**src/rtl/jcs_pkg.sv**
```systemverilog
package jcs_pkg;
  localparam int DESC_BEATS = 4;
  localparam int BEAT_IDX_W = $clog2(DESC_BEATS);
  localparam logic [15:0] CMD_RD_CL_CACHED = 16'h0A60;
  localparam logic [1:0] OP_RESET = 2'd1;
  localparam logic [1:0] OP_START = 2'd2;

  typedef enum logic [2:0] {
    ST_UNINIT, ST_IDLE, ST_ISSUE, ST_WAIT, ST_RUN
  } seqState_t;

  typedef struct packed {
    logic latchAddr;
    logic clearBeats;
    logic wrEn;
    logic [BEAT_IDX_W-1:0] wrBeat;
  } dpStrobe_t;
endpackage

```
**src/rtl/jcs_ctrl.sv**
```systemverilog
module jcs_ctrl
  import jcs_pkg::*;
#(
  parameter int TAGS    = 8,
  parameter int CREDITS = 4,
  localparam int TAG_W  = $clog2(TAGS),
  localparam int CR_W   = $clog2(CREDITS + 1)
) (
  input  logic                  clk,
  input  logic                  rstN,
  input  logic                  jobValid,
  input  logic [1:0]            jobOp,
  input  logic                  bufWrValid,
  input  logic [TAG_W-1:0]      bufWrTag,
  input  logic [BEAT_IDX_W-1:0] bufWrBeat,
  input  logic                  rspValid,
  input  logic [TAG_W-1:0]      rspTag,
  input  logic [7:0]            rspCode,
  input  logic                  cmdCredit,
  input  logic                  allBeats,
  output dpStrobe_t             strobe,
  output logic                  jobReady,
  output logic                  jobRunning,
  output logic                  jobFail,
  output logic                  cmdValid,
  output logic [TAG_W-1:0]      cmdTag,
  output logic                  tagErr
);
  seqState_t state;
  logic [TAGS-1:0] busy;
  logic [CR_W-1:0] credit;
  logic [TAG_W-1:0] curTag, freeTag;
  logic freeAvail, resetNow, startNow, issueNow, wrHit, rspHit, badTag;

  always_comb begin
    freeTag   = '0;
    freeAvail = 1'b0;
    for (int i = TAGS - 1; i >= 0; i--) begin
      if (!busy[i]) begin
        freeTag   = TAG_W'(i);
        freeAvail = 1'b1;
      end
    end
  end

  assign resetNow = jobValid && jobOp == OP_RESET;
  assign startNow = state == ST_IDLE && jobValid && jobOp == OP_START;
  assign issueNow = state == ST_ISSUE && !resetNow && credit != '0 && freeAvail;
  assign wrHit    = bufWrValid && state == ST_WAIT && bufWrTag == curTag;
  assign rspHit   = rspValid && state == ST_WAIT && rspTag == curTag;
  assign badTag   = (bufWrValid && !busy[bufWrTag]) || (rspValid && !busy[rspTag]);

  assign strobe.latchAddr  = startNow;
  assign strobe.clearBeats = startNow;
  assign strobe.wrEn       = wrHit;
  assign strobe.wrBeat     = bufWrBeat;

  assign jobReady   = state == ST_IDLE;
  assign jobRunning = state == ST_RUN;

  always_ff @(posedge clk) begin
    if (!rstN) begin
      busy   <= '0;
      credit <= CR_W'(CREDITS);
    end else begin
      logic [TAGS-1:0] busyN;
      logic [CR_W-1:0] creditN;
      busyN = busy;
      if (rspValid) busyN[rspTag] = 1'b0;
      if (issueNow) busyN[freeTag] = 1'b1;
      creditN = credit;
      if (issueNow) creditN = creditN - 1'b1;
      if (cmdCredit && creditN < CR_W'(CREDITS)) creditN = creditN + 1'b1;
      busy   <= busyN;
      credit <= creditN;
    end
  end

  always_ff @(posedge clk) begin
    if (!rstN) begin
      state    <= ST_UNINIT;
      curTag   <= '0;
      cmdValid <= 1'b0;
      cmdTag   <= '0;
      jobFail  <= 1'b0;
      tagErr   <= 1'b0;
    end else begin
      cmdValid <= issueNow;
      jobFail  <= 1'b0;
      tagErr   <= badTag;
      if (issueNow) begin
        cmdTag <= freeTag;
        curTag <= freeTag;
      end
      if (resetNow) begin
        state <= ST_IDLE;
      end else begin
        case (state)
          ST_IDLE:  if (startNow) state <= ST_ISSUE;
          ST_ISSUE: if (issueNow) state <= ST_WAIT;
          ST_WAIT: begin
            if (rspHit) begin
              if (rspCode == 8'd0 && allBeats) begin
                state <= ST_RUN;
              end else begin
                state   <= ST_IDLE;
                jobFail <= 1'b1;
              end
            end
          end
          default: state <= state;
        endcase
      end
    end
  end


  no_cmd_without_credit_chk: assert property (@(posedge clk) disable iff (!rstN)
    (credit == '0) |=> !cmdValid);

  tag_not_reused_chk: assert property (@(posedge clk) disable iff (!rstN)
    cmdValid |-> (($past(busy) & (TAGS'(1) << cmdTag)) == '0));

  tag_err_cause_chk: assert property (@(posedge clk) disable iff (!rstN)
    tagErr |-> $past(bufWrValid || rspValid));

  fail_to_ready_chk: assert property (@(posedge clk) disable iff (!rstN)
    jobFail |-> (jobReady && !jobRunning));

  running_has_beats_chk: assert property (@(posedge clk) disable iff (!rstN)
    $rose(jobRunning) |-> allBeats);
endmodule

```
**src/rtl/jcs_dpath.sv**
```systemverilog
module jcs_dpath
  import jcs_pkg::*;
#(
  parameter int ADDR_W = 64,
  parameter int BEAT_W = 256,
  localparam int LINE_W = BEAT_W * DESC_BEATS
) (
  input  logic              clk,
  input  logic              rstN,
  input  dpStrobe_t         strobe,
  input  logic [ADDR_W-1:0] jobAddr,
  input  logic [BEAT_W-1:0] bufWrData,
  output logic [ADDR_W-1:0] ctxAddr,
  output logic [LINE_W-1:0] descData,
  output logic              allBeats
);
  logic [DESC_BEATS-1:0] beatSeen;

  always_ff @(posedge clk) begin
    if (!rstN) ctxAddr <= '0;
    else if (strobe.latchAddr) ctxAddr <= jobAddr;
  end

  for (genvar b = 0; b < DESC_BEATS; b++) begin : g_beat
    always_ff @(posedge clk) begin
      if (!rstN) begin
        beatSeen[b] <= 1'b0;
        descData[b*BEAT_W +: BEAT_W] <= '0;
      end else if (strobe.clearBeats) begin
        beatSeen[b] <= 1'b0;
      end else if (strobe.wrEn && strobe.wrBeat == BEAT_IDX_W'(b)) begin
        beatSeen[b] <= 1'b1;
        descData[b*BEAT_W +: BEAT_W] <= bufWrData;
      end
    end
  end

  assign allBeats = &beatSeen;


  beats_clear_on_start_chk: assert property (@(posedge clk) disable iff (!rstN)
    strobe.clearBeats |=> (beatSeen == '0));
endmodule

```
**src/rtl/job_cmd_sequencer.sv**
```systemverilog
module job_cmd_sequencer
  import jcs_pkg::*;
#(
  parameter int ADDR_W  = 64,
  parameter int TAGS    = 8,
  parameter int CREDITS = 4,
  parameter int BEAT_W  = 256,
  localparam int TAG_W  = $clog2(TAGS),
  localparam int LINE_W = BEAT_W * DESC_BEATS
) (
  input  logic                  clk,
  input  logic                  rstN,
  input  logic                  jobValid,
  input  logic [1:0]            jobOp,
  input  logic [ADDR_W-1:0]     jobAddr,
  output logic                  jobReady,
  output logic                  jobRunning,
  output logic                  jobFail,
  output logic                  cmdValid,
  output logic [15:0]           cmdCode,
  output logic [TAG_W-1:0]      cmdTag,
  output logic [ADDR_W-1:0]     cmdAddr,
  input  logic                  cmdCredit,
  input  logic                  bufWrValid,
  input  logic [TAG_W-1:0]      bufWrTag,
  input  logic [BEAT_IDX_W-1:0] bufWrBeat,
  input  logic [BEAT_W-1:0]     bufWrData,
  input  logic                  rspValid,
  input  logic [TAG_W-1:0]      rspTag,
  input  logic [7:0]            rspCode,
  output logic                  tagErr,
  output logic [LINE_W-1:0]     descData
);
  dpStrobe_t strobe;
  logic allBeats;

  assign cmdCode = CMD_RD_CL_CACHED;

  jcs_ctrl #(.TAGS(TAGS), .CREDITS(CREDITS)) u_ctrl (
    .clk(clk), .rstN(rstN), .jobValid(jobValid), .jobOp(jobOp),
    .bufWrValid(bufWrValid), .bufWrTag(bufWrTag), .bufWrBeat(bufWrBeat),
    .rspValid(rspValid), .rspTag(rspTag), .rspCode(rspCode),
    .cmdCredit(cmdCredit), .allBeats(allBeats), .strobe(strobe),
    .jobReady(jobReady), .jobRunning(jobRunning), .jobFail(jobFail),
    .cmdValid(cmdValid), .cmdTag(cmdTag), .tagErr(tagErr)
  );

  jcs_dpath #(.ADDR_W(ADDR_W), .BEAT_W(BEAT_W)) u_dpath (
    .clk(clk), .rstN(rstN), .strobe(strobe), .jobAddr(jobAddr),
    .bufWrData(bufWrData), .ctxAddr(cmdAddr), .descData(descData),
    .allBeats(allBeats)
  );


  ready_run_excl_chk: assert property (@(posedge clk) disable iff (!rstN)
    !(jobReady && jobRunning));
endmodule

```
**config.mk**
```make
export PLATFORM = sky130hd
export DESIGN_NAME = job_cmd_sequencer
export DESIGN_NICKNAME = d
export VERILOG_FILES = /design/src/rtl/jcs_pkg.sv /design/src/rtl/jcs_ctrl.sv /design/src/rtl/jcs_dpath.sv /design/src/rtl/job_cmd_sequencer.sv
export SDC_FILE = /design/constraint.sdc
export NUM_CORES = 2
export LEC_CHECK = 0
export ABC_AREA = 1
export BUFFER_PORTS_ARGS = -buffer_cell sky130_fd_sc_hd__buf_2
export CAP_MARGIN = 20
export CELL_PAD_IN_SITES_DETAIL_PLACEMENT = 0
export CELL_PAD_IN_SITES_GLOBAL_PLACEMENT = 1
export CORE_AREA = 2 2 565 567
export DETAILED_ROUTE_END_ITERATION = 10
export DIE_AREA = 0 0 567 569
export GPL_TIMING_DRIVEN = 0
export PLACE_DENSITY = 0.41
export SKIP_LAST_GASP = 1
export SLEW_MARGIN = 10
export SYNTH_ARGS = -nofsm -noshare
export SYNTH_HDL_FRONTEND = slang
export SYNTH_SLANG_ARGS = --single-unit
export TNS_END_PERCENT = 1
```
**constraint.sdc**
```tcl
create_clock -name clk -period 2.4 [get_ports clk]
set_input_delay 0.24 -clock clk [delete_from_list [all_inputs] [get_ports clk]]
set_output_delay 0.24 -clock clk [all_outputs]
set_load 0.01 [all_outputs]
```
; ---- After elaboration in Yosys (flattened, before gate mapping)
; Index checks and enable logic that the tools add are counted.
[classes]
addsub = 2
n_lt_le_gt_ge = 6
eq_ne = 17
mux = 37
bitwise_logic = 7
n_reduce_logical = 39
[op_table]
columns = cell, count
row1 = $mux 3, 15
row2 = $mux 8, 3
row3 = $logic_and 1x1->1, 20
row4 = $mux 1, 14
row5 = $lt 3x4->1 const B, 3
row6 = $reduce_and 4->1, 3
row7 = $ne 3x1->1 const B, 3
row8 = $pmux 3 s3, 1
row9 = $and 8x8->8, 1
row10 = $logic_not 8->1, 1
row11 = $not 8->8, 1
row12 = $or 8x8->8, 1
row13 = $reduce_and 2->1, 4
row14 = $bmux 1 s3, 2
row15 = $demux 1 s3, 2
row16 = $eq 2x2->1 const B, 3
row17 = $eq 3x2->1 const B, 2
row18 = $eq 3x3->1, 2
row19 = $ge 3x1->1 const B, 2
row20 = $ne 2x1->1 const B, 3
row21 = $reduce_bool 3->1, 2
row22 = $eq 2x1->1 const B, 2
row23 = $not 1->1, 4
row24 = $reduce_bool 4->1, 1
row25 = other kinds (10), 13
[word_totals]
register_bits = 1112
elab_cells = 125

; ---- Logic depth before layout (Yosys ltp)
[depth]
ltp_word = 14
depth_mapped = 13
depth_no_buf = 13

; ---- By module
; Synthesis repeated with hierarchy kept, for this count alone.
[hier_totals]
cells_unflattened = 6606
area_unflattened_um2 = 44463.9
[by_module_without_submodules]
columns = module, instances, cells_per_inst, area_each_um2
row1 = jcs_dpath, 1, 6363, 42938.7
row2 = jcs_ctrl, 1, 225, 1397.6
row3 = job_cmd_sequencer, 1, 18, 127.6

; ---- Worst setup path before layout
; No wires, ideal clock.
[synth_path]
path_kind = reg2reg
from = register u_ctrl.credit[0]
to = register u_ctrl.credit[1]
setup_ns = 0.113
arrival_time_ns = 1.773
required_time_ns = 2.287
path_slack_ns = 0.514
stages_incl_launch_ff = 13
cell_sequence = dfxtp_1 > inv_1 > ha_1 > ha_1 > inv_1 > nand2_1 > nor2_1 > nand2_1 > o21ai_0 > inv_1 > ha_1 > nor2_1 > nor2_1
[synth_via]
elab_chain_cells = 8
elab_cells_between_ends = 10
cone_classes = add/sub: 2 / order compare: 1 / mux: 3 / reduce/logical: 4
[synth_lines]
columns = item, line
row1 = start: declaration, jcs_ctrl.sv:31  ; logic [CR_W-1:0] credit;
row2 = start signal: assignment, jcs_ctrl.sv:64  ; credit <= CR_W'(CREDITS);
row3 = start signal: assignment, jcs_ctrl.sv:75  ; credit <= creditN;
row4 = branches (longest 3 deep; another with $sub 3x1->3), -
row5 = $mux 3 *, jcs_ctrl.sv:72  ; if (issueNow) creditN = creditN - 1'b1;
row6 = $mux 3 *, jcs_ctrl.sv:62  ; if (!rstN) begin
row7 = $lt 3x3->1, jcs_ctrl.sv:73  ; if (cmdCredit && creditN < CR_W'(CREDITS)) creditN = creditN + 1'b1;
row8 = $logic_and 1x1->1, jcs_ctrl.sv:73
row9 = $mux 3 *, jcs_ctrl.sv:73
; Every way passes the cells marked *. The select of a mux whose other input is x is not followed.
; A chain may end at the register's enable or synchronous reset.

; ---- Worst setup path after layout
[layout_path]
from = register u_ctrl.state[1]
to = register u_dpath.descData[471]
[layout_via]
elab_chain_cells = 5
elab_cells_between_ends = 9
cone_classes = eq/ne: 2 / bitwise: 1 / reduce/logical: 6
[layout_lines]
columns = item, line
row1 = start: declaration, jcs_ctrl.sv:29  ; seqState_t state;
row2 = start signal: assignment, jcs_ctrl.sv:111  ; default: state <= state;
row3 = $eq 3x2->1 or $eq 3x1->1 (tied branches), "jcs_ctrl.sv:49, jcs_ctrl.sv:47"
row4 = $logic_and 1x1->1 (on tied branches) (2 in a row), "jcs_ctrl.sv:49, jcs_ctrl.sv:47"
row5 = $logic_and 1x1->1 or $not 1->1 (tied branches), -
row6 = $reduce_and 2->1 (no line) *, -
row7 = end signal: indexed assignment, jcs_dpath.sv:33  ; descData[b*BEAT_W +: BEAT_W] <= bufWrData;
row8 = end: declaration, jcs_dpath.sv:14  ; output logic [LINE_W-1:0] descData,
; Mark *: on every way between the ends. The rest lies on a longest branch, timed or not.

==> run_results.csv <==
group,metric,value,unit
clock_network,cts-root-buf,"clkbuf_16",
floorplan,die-area,323000,µm²
detailed_routing,vias_per_cell,4.03,
floorplan,die-width,567,µm
setup_path,r2r_setup_slack,-20,ps
synth,synth_ff_type,"dfxtp_1",
floorplan,die_h,569,µm
layout,fin_cells,11900,
global_route,antenna_found_initial,44,
detailed_routing,drc,0,
clock_network,cts.sinks,1112,
setup_path,cp.required,3120,ps
synth,synth_edf_count,0,
hold_path,min_path_type,"in2reg",
synth,synthCells,5658,
setup_path,rr_endpoint,"u_dpath.descData[471]",
detailed_routing,vias,48100,
synth,synth-async-reset-ratio,0,%
setup_path,crit_type,"reg2reg",
setup_path,end_kind,"flip-flop",
clock_network,cts_tree,"yes",
setup_path,rr_worst_depth,9,
clock_network,cts_buffers,156,
sta,finalSetupViolCount,2,
floorplan,coreArea,317000,µm²
synth,synth_common_cells,"1336 x nand2_1, 1112 x dfxtp_1, 792 x a21oi_1",
place,placed_area,55600,µm²
setup_path,worstSetupEndpoint,"u_dpath.descData[471]",
detailed_routing,routed_wl,317,mm
sta,fmax,413,MHz
setup_path,cp-startpoint,"u_ctrl.state[1]",
setup_path,crit_path_max_fanout,10,
synth,synth_area_leader_cell,"dfxtp_1",
floorplan,rows,207,
layout,final_area,64500,µm²
layout,nFillCells,36000,
job,drv_cap,0,
synth,synthTopCellsByArea,"dfxtp_1 52%, nand2_1 12%, nand4_1 11%",
power_and_ir_drop,p_seq_share,41.3,%
sta,rsz0062_at_grt,"true",
place,pre_cts_slack,-1220,ps
layout,area_growth,50.6,%
synth,avgSynthCellArea,7.57,µm²
clock_network,cts.path.max_buffers,4,
status,violations,"negative setup slack",
place,io_buffers,1439,
power_and_ir_drop,totalPowerFinal,44.8,mW
clock_network,clkLatencyLatePin,810,ps
power_and_ir_drop,swShare,25.9,%
sta,hold_viol_final,0,
global_route,grt_first_pass_wirelength,424,mm
sta,maxSlewViolCount,0,
detailed_routing,drt-wirelength-per-cell,26.6,µm
global_route,met1_usage,21.3,%
sta,worst_slew_pin_slew,978,ps
layout,nets,7969,
sta,hold_slack,89.2,ps
power_and_ir_drop,p_comb_share,6.2,%
setup_path,start_kind,"flip-flop",
power_and_ir_drop,intPower,33.2,mW
sta,relSlewSlack,34.8,%
sta,skew,32.6,ps
power_and_ir_drop,power_frac_clock,52.5,%
global_route,grt_pass1_vias,48000,
floorplan,start_util,13.5,%
synth,synth_most_common_cell,"nand2_1",
detailed_routing,drt_first_pass_iters,6,
synth,syn-cell-area,42800,µm²
place,dp_cells,11300,
clock_network,h-tree-depth,4,
detailed_routing,drtIter0Drc,3045,
global_route,met2_usage,33.4,%
layout,drive_above_1_share,26.2,%
floorplan,top_level_ports,1456,
power_and_ir_drop,power_density,694,nW/µm²
synth,ys_seq_area_share,52.0,%
power_and_ir_drop,switchingPower,11.6,mW
setup_path,arrival,3150,ps
sta,period_needed,2420,ps
global_route,met3_usage,6.22,%
synth,yosysTopAreaCellShare,52.0,%
sta,setup_slack,-22.8,ps
place,dp_hpwl,256,mm
place,place_congestion,0.875,
detailed_routing,ant_nets,0,
synth,synth_warnings,0,
global_route,grt_overflow,0,
status,status,"complete, but fails checks",
power_and_ir_drop,ir_drop,0.421,mV
power_and_ir_drop,p_leak,28.3,nW
global_route,track_usage,18.9,%
clock_network,clkTransAtPathRegs,50,ps
setup_path,regToRegStartpoint,"u_ctrl.state[1]",
global_route,grt_max_degree,12,
sta,period_share,101,%
synth,ys_types,25,
global_route,grt_busiest_layer,"met2",
synth,ys_seq_elements,1112,
layout by cell type (no fill, tap or decap), types with 7 or more instances in the layout:
cell type and instances:
a21oi_1 792, buf_1 10, buf_12 7, buf_2 1615, buf_4 33, buf_6 19
clkbuf_1 257, clkbuf_16 161, clkbuf_2 75, clkbuf_4 19, clkbuf_8 29, clkinv_2 17
conb_1 16, dfxtp_1 1112, diode_2 18, dlygate4sd3_1 339, inv_1 292, nand2_1 1335
nand3_1 18, nand4_1 775, nor2_1 669, o21ai_0 82
final cells by class:
cell class | count | area, µm² | share of cell area, %
Tap cell | 4180 | 5230 | 8.11
Clock buffer | 236 | 4600 | 7.13
Clock inverter | 35 | 430 | 0.667
Buffer | 548 | 2770 | 4.29
Antenna cell | 18 | 45.0 | 0.0698
Sequential cell | 1112 | 22300 | 34.5
Inverter | 297 | 1110 | 1.73
Timing Repair Buffer | 1792 | 10900 | 16.9
Multi-Input combinational cell | 3715 | 17200 | 26.6
flip-flops by register name, indices dropped and copies added, names as in the netlist, 3 cells and up:
name,cells
u_dpath.descData,1024
u_dpath.ctxAddr,64
u_ctrl.busy,8
u_dpath.beatSeen,4
u_ctrl.cmdTag,3
u_ctrl.credit,3
u_ctrl.state,3
power groups by stage:
stage / Sequential (mW) / Combinational (mW) / Clock (mW)
finish: 18.5 / 2.78 / 23.5
detailed placement: 18.9 / 2.33 / 0
global placement: 18.9 / 2.29 / 0
floorplan: 18.9 / 0.698 / 0
CTS: 18.5 / 2.82 / 24.4
global route: 18.5 / 2.93 / 25.1
worst max-delay path: stages (launching register included):
cell,delay (ps)
dfxtp_1,410
nand2_1,110
nor2_2,200
inv_2,90
nor2_4,130
buf_12,140
buf_4,400
clkbuf_2,300
nand4_1,300
a21oi_1,230
cell families (layout without fill, tap and decap cells):
logic type,after synthesis,after routing,share of synthesized area (%)
adders and majority gates,3,3,0.0876
and+or+nand+nor,2814,2814,29.3
buffers and inverters,845,2908,8.29
xor gates and xnor gates,2,2,0.0409
DFF,1112,1112,52.0
AOI/OAI and AO/OA,880,880,10.3
other,2,34,0.0175
how the worst min path moves through the flow:
stage | startpoint | to | slack (ps) | cells past startpoint
2_1_floorplan | bufWrData[232] | u_dpath.descData[1000] | 370 | 2
3_3_place_gp | u_dpath.beatSeen[2] | u_dpath.beatSeen[2] | 440 | 2
3_5_place_dp | u_dpath.beatSeen[2] | u_dpath.beatSeen[2] | 440 | 2
4_1_cts | jobOp[0] | u_ctrl.state[1] | 7 | 6
5_1_grt | jobOp[0] | u_ctrl.state[1] | 60 | 6
6_report | jobOp[0] | u_ctrl.state[1] | 90 | 6
layer usage:
metal,wire (µm),up-vias
li1,-,22900
met1,125000,23100
met2,156000,1718
met3,25400,352
met4,10300,2
met5,11,-
repair_timing:
action                     in CTS  in global routing
hold buffers                  339                  0
hold endpoints to repair     1103                  0
buffers inserted                2                  0
setup endpoints to repair    1021                964
gates resized for setup        71                126
pin swaps                       3                  0
metrics by stage:
stage          util (%)  setup TNS [ps]
6_report           20.4           -23.1
5_1_grt            20.4          -51820
4_1_cts            20.3          -51890
3_3_place_gp       17.5        -1161140
2_1_floorplan         -               0
3_5_place_dp       17.6         -692130
No activity file was read; power rests on OpenSTA's default activity.
